**src/rtl/strb_pkg.sv**
```systemverilog
package strb_pkg;
  localparam int unsigned SYNC_DEPTH_DEF = 2;
  localparam int unsigned LINES_DEF      = 2;

  typedef enum logic {
    MODE_SHOT = 1'b0,
    MODE_PASS = 1'b1
  } lane_mode_e;
endpackage

```
**src/rtl/strb_sync.sv**
```systemverilog
module strb_sync #(
  parameter int unsigned DEPTH = 2
) (
  input  logic clk_i,
  input  logic rst_ni,
  input  logic d_i,
  output logic q_o
);
  logic [DEPTH-1:0] stage_q;

  for (genvar g = 0; g < DEPTH; g++) begin : g_stage
    if (g == 0) begin : g_first
      always_ff @(posedge clk_i or negedge rst_ni) begin
        if (!rst_ni) stage_q[g] <= 1'b0;
        else         stage_q[g] <= d_i;
      end
    end else begin : g_next
      always_ff @(posedge clk_i or negedge rst_ni) begin
        if (!rst_ni) stage_q[g] <= 1'b0;
        else         stage_q[g] <= stage_q[g-1];
      end
    end
  end

  assign q_o = stage_q[DEPTH-1];
endmodule

```
**src/rtl/strb_shot.sv**
```systemverilog
module strb_shot
  import strb_pkg::*;
(
  input  logic clk_i,
  input  logic rst_ni,
  input  logic req_i,
  input  logic byp_i,
  output logic strobe_no
);
  lane_mode_e mode;
  logic seen_q, fire_q, fire_d;

  assign mode = byp_i ? MODE_PASS : MODE_SHOT;

  always_comb begin
    unique case (mode)
      MODE_PASS: fire_d = req_i;
      default:   fire_d = req_i & ~seen_q;
    endcase
  end

  // seen_q tracks the request in every mode so a bypass release mid-request stays quiet
  always_ff @(posedge clk_i or negedge rst_ni) begin
    if (!rst_ni) begin
      seen_q <= 1'b0;
      fire_q <= 1'b0;
    end else begin
      seen_q <= req_i;
      fire_q <= fire_d;
    end
  end

  assign strobe_no = ~fire_q;
endmodule

```
**src/rtl/strb_oneshot.sv**
```systemverilog
module strb_oneshot
  import strb_pkg::*;
#(
  parameter int unsigned NUM_LINES  = LINES_DEF,
  parameter int unsigned SYNC_DEPTH = SYNC_DEPTH_DEF
) (
  input  logic                 clk_i,
  input  logic                 rst_ni,
  input  logic [NUM_LINES-1:0] req_ni,
  input  logic [NUM_LINES-1:0] byp_ni,
  output logic [NUM_LINES-1:0] strobe_no
);
  logic [NUM_LINES-1:0] req_s;
  logic [NUM_LINES-1:0] byp_s;

  for (genvar l = 0; l < NUM_LINES; l++) begin : g_lane
    strb_sync #(.DEPTH(SYNC_DEPTH)) u_req_sync (
      .clk_i (clk_i),
      .rst_ni(rst_ni),
      .d_i   (~req_ni[l]),
      .q_o   (req_s[l])
    );

    strb_sync #(.DEPTH(SYNC_DEPTH)) u_byp_sync (
      .clk_i (clk_i),
      .rst_ni(rst_ni),
      .d_i   (~byp_ni[l]),
      .q_o   (byp_s[l])
    );

    strb_shot u_shot (
      .clk_i    (clk_i),
      .rst_ni   (rst_ni),
      .req_i    (req_s[l]),
      .byp_i    (byp_s[l]),
      .strobe_no(strobe_no[l])
    );
  end
endmodule

```
**config.mk**
```make
export PLATFORM = sky130hd
export DESIGN_NAME = strb_oneshot
export DESIGN_NICKNAME = d
export VERILOG_FILES = /design/src/rtl/strb_pkg.sv /design/src/rtl/strb_sync.sv /design/src/rtl/strb_shot.sv /design/src/rtl/strb_oneshot.sv
export SDC_FILE = /design/constraint.sdc
export NUM_CORES = 1
export LEC_CHECK = 0
export BUFFER_PORTS_ARGS = -buffer_cell sky130_fd_sc_hd__buf_4
export CORE_MARGIN = 10
export CORE_UTILIZATION = 25
export CTS_BUF_LIST = sky130_fd_sc_hd__clkbuf_2
export DETAILED_ROUTE_END_ITERATION = 10
export GPL_TIMING_DRIVEN = 0
export PLACE_DENSITY_LB_ADDON = 0.3
export RECOVER_POWER = 100
export SLEW_MARGIN = 20
export SYNTH_ARGS = -nofsm -noshare
export SYNTH_HDL_FRONTEND = slang
export SYNTH_HIERARCHICAL = 1
export SYNTH_SLANG_ARGS = --single-unit
```
**constraint.sdc**
```tcl
create_clock -name clk_i -period 0.8 [get_ports clk_i]
set_input_delay 0.08 -clock clk_i [delete_from_list [all_inputs] [get_ports clk_i]]
set_output_delay 0.08 -clock clk_i [all_outputs]
set_load 0.1 [all_outputs]
```
Word-level counts from Yosys, hierarchy flattened
Cells that the tools add are included.
W data, S select, Z words.
{"block": "totals", "ram_bits": 0, "reg_bits": 12, "elab_cells": 26, "n_memories": 0, "mem_bits_ro": 0, "latch_bits": 0}
{"block": "op_classes", "div_mod_pow": 0, "bitwise_logic": 10, "shift": 0, "n_mul": 0, "add_sub_neg": 0, "n_lt_le_gt_ge": 0, "reduce_logical": 0, "muxes": 4, "eq_ne": 0}
{"cell": "$not A1 Y1", "count": 8}
{"cell": "$mux W1", "count": 4}
{"cell": "$and A1 B1 Y1", "count": 2}

Depth between registers and ports, before layout
{"block": "depth", "depth_word": 3, "depth_mapped": 2, "mapped_depth_nobuf": 2}

Hierarchy
The synthesis kept the hierarchy.
{"mod": "strb_sync", "area_per_inst_um2": 50.0, "instances": 4, "cells_per_inst": 2}
{"mod": "strb_shot", "area_per_inst_um2": 65.1, "instances": 2, "cells_per_inst": 5}
{"mod": "strb_oneshot", "area_per_inst_um2": 15.0, "instances": 1, "cells_per_inst": 4}

Worst setup path before layout
No wires, ideal clock.
{"block": "synth_timing", "path_kind": "flip-flop to output port", "from": "reg g_lane[0].u_shot.fire_q", "to": "out strobe_no[0]", "required_time_ps": 720, "setup_slack_ps": -206, "t_arrival_ps": 926, "path_stages_with_launch": 2, "cell_sequence": "dfrtp_1 > inv_1"}
{"block": "synth_between", "elab_chain_len": 1}
{"element": "start: declaration", "line": "strb_shot.sv:11", "text": "logic seen_q, fire_q, fire_d;"}
{"element": "start signal: assignment", "line": "strb_shot.sv:29", "text": "fire_q <= fire_d;"}
{"element": "$not A1 Y1", "line": "strb_shot.sv:33", "text": "assign strobe_no = ~fire_q;"}
{"element": "end: declaration", "line": "strb_oneshot.sv:11", "text": "output logic [NUM_LINES-1:0] strobe_no"}
No other way between the ends.

Final worst setup path
{"block": "layout_timing", "from": "reg g_lane[1].u_shot.fire_q", "to": "out strobe_no[1]"}
{"block": "layout_between", "elab_chain_len": 1}
{"element": "start: declaration", "line": "strb_shot.sv:11"}
{"element": "start signal: assignment", "line": "strb_shot.sv:29"}
{"element": "$not A1 Y1", "line": "strb_shot.sv:33"}
No other way between the ends.

==> key figures <==
Floorplan
  – Ports: 8
  – Effective utilization at floorplan: a little over a quarter
  – Rows: 13
  – Core area: 1300 sq um
  – Die height: 57.2 microns
  – Die W: about 57 microns
  – Total Die Area: about 3300 sq um

Finish
  – Fin nets: 45
  – Design area: 512 sq um
  – Most frequent cells in the layout: dfrtp_1 (12), inv_1 (6), dlygate4sd3_1 (5), clkbuf_2 (4), clkbuf_4 (4)
  – Area growth from synthesis to layout: 48.2%
  – # diodes: 0
  – Most common cell after layout, fill and taps aside: dfrtp_1
  – Layout cells sized above 1: ~32%

Global routing
  – Initial antenna violation count: 0
  – Global-route wire length before repair: 814 microns
  – Grt total ovfl: 0
  – Number of global-route vias before repair: a little over 200
  – GRT Total Usage: approximately 3.5%
  – Largest net degree at the start of global routing: 13

STA
  – Fmax: approximately 1000 MHz
  – Final Hold Fails: 0
  – Setup Viol. Count Final: 2
  – RSZ-0062 raised after global routing: true
  – Final Cycle Share: 122%
  – Worst Setup Slack, final: -179 ps
  – Final Skew: roughly 0.18 ps
  – Time the worst path needs with I/O delays and setup: roughly 1000 ps
  – Setup_tns: -356 ps
  – Least-Margin Pin Slew: about 290 ps
  – Final max-slew violation count: 0
  – Relative slew margins: roughly 80%

Clocking
  – H-tree Lvls: 1
  – Later-pin clock latency in the skew report: 240 ps
  – CTS Buffer Depth: 2
  – Root buf cell: clkbuf_2
  – Clock transition at path regs: 100 ps
  – CTS tree: yes
  – Num CTS Buffers: 3
  – Clock sink count: 12

Placement
  – Post-Place Cell Area: around 420 sq um
  – Hpwl dp: between 300 and 400 microns
  – Buffers added on ports: 7
  – DP Worst Slack: around 8.9 ps
  – Routability cong.: around 0.60

Run status
  – Status: finished with violations
  – Failing checks: setup timing

Pwr
  – Leakage: 0.254 nW
  – Pwr/cell area: 2070 nW/um^2
  – Max VDD drop: ~0.00067 V

Yosys
  – Synth Instances: 22
  – Yosys warning count: 6
  – Synth Area per Inst: between 15 and 20 sq um
  – Synth unique cells: 3
  – Syn nets: 28
  – Register area share after synthesis: approximately 87%
  – Yosys reg bits: 12
  – Cell area after synthesis: around 350 sq um

Drt
  – DR pass1 iterations: 2
  – Post-DR vias/cell: approximately 3.6
  – Detail Route Antenna Nets: 0
  – Residual DRC: 0
  – DR vias: ~190
  – Mean routed wirelength per cell: just over 9 microns
  – First DRT Iteration DRCs: 1
  – Drt total wl: around 480 microns

Critical path
  – Maximum fanout along the worst path: 1
  – Worst R2R Setup Slack: 180 ps
  – Req. time, crit path: around 700 ps
  – CP Launch Type: flip-flop
  – Reg2reg end: g_lane[1].u_shot/fire_q$_DFF_PN0_
  – WS Path Type: flip-flop to primary output
  – Critical R2R Launch: g_lane[1].u_req_sync/q_o$_DFF_PN0_
  – Critical path capture point type: primary output
  – R2R depth: 1
  – WP data arrival: roughly 900 ps

Min path
  – Worst min path class: primary input to async pin

Run
  – Max-capacitance violation count: 0
==> state kept, by name, indices dropped and copies added, names as in the netlist <==
name	cells
g_lane.u_byp_sync/q_o	2
g_lane.u_byp_sync/stage_q	2
g_lane.u_req_sync/q_o	2
g_lane.u_req_sync/stage_q	2
g_lane.u_shot/fire_q	2
g_lane.u_shot/seen_q	2
==> Yosys cell counts, drive strengths merged <==
library cell   n  area (sq um)
a21boi         2          15.0
dfrtp         12           300
inv            8          30.0
==> logic make-up after synthesis <==
family	synth area share (%)
AOI/OAI and AO/OA	4.35
buffers and inverters	8.70
DFF	87.0
==> worst max path at each step <==
stage	slack [ps]	cells past startpoint	to	start
finish	-180	2	strobe_no[1]	g_lane[1].u_shot/fire_q$_DFF_PN0_
detailed placement	9	2	strobe_no[0]	g_lane[0].u_shot/fire_q$_DFF_PN0_
global route	-240	2	strobe_no[0]	g_lane[0].u_shot/fire_q$_DFF_PN0_
CTS	-200	2	strobe_no[0]	g_lane[0].u_shot/fire_q$_DFF_PN0_
global placement	10	2	strobe_no[1]	g_lane[1].u_shot/fire_q$_DFF_PN0_
floorplan	-40	1	strobe_no[0]	g_lane[0].u_shot/fire_q$_DFF_PN0_
==> power by group <==
part	internal (mW)	switching [mW]	leakage, nW	total (mW)
registers	0.638	0.0122	0.141	0.650
clock network	0.102	0.169	0.0125	0.271
logic	0.0608	0.0768	0.100	0.138
total	0.801	0.258	0.254	1.06
==> repair_timing <==
item / 4_1_cts / 5_1_grt
setup endpoints to repair: 2 / 2
gates resized for setup: 6 / 0
hold buffers: 5 / 0
setup buffers: 0 / 0
hold endpoints to repair: 16 / 0
cloned: 0 / 0
==> critical path, cell delays in order, from the launching register on <==
cell and delay (ps):
dfrtp_1 400, clkinvlp_4 80, buf_12 160
==> cell type report <==
type	count	area [sq um]
Fill cell	131	790
Tap cell	15	18.8
Clock buffer	3	15.0
Sequential cell	12	300
Multi-Input combinational cell	2	15.0
Timing Repair Buffer	12	125
Inverter	8	37.5
==> layer usage <==
layer	GRT usage, %	part of all wire, %
met1	2.76	44
met2	4.34	43
met3	2.88	12
met4	5.03	0
met5	0	0
==> through the flow <==
| step | util [%] | hold slack (ps) | power, mW | cells |
|---|---|---|---|---|
| after global routing | 39.3 | 245 | 1.11 | 52 |
| after global placement | 32.6 | -81.0 | 0.762 | 44 |
| final | 39.3 | 230 | 1.06 | 52 |
| after detailed placement | 32.6 | -75.4 | 0.767 | 44 |
| after floorplan | - | -216 | 0.723 | 22 |
| after CTS | 39.5 | 173 | 1.08 | 52 |
Power figures use the tool's default switching activity.
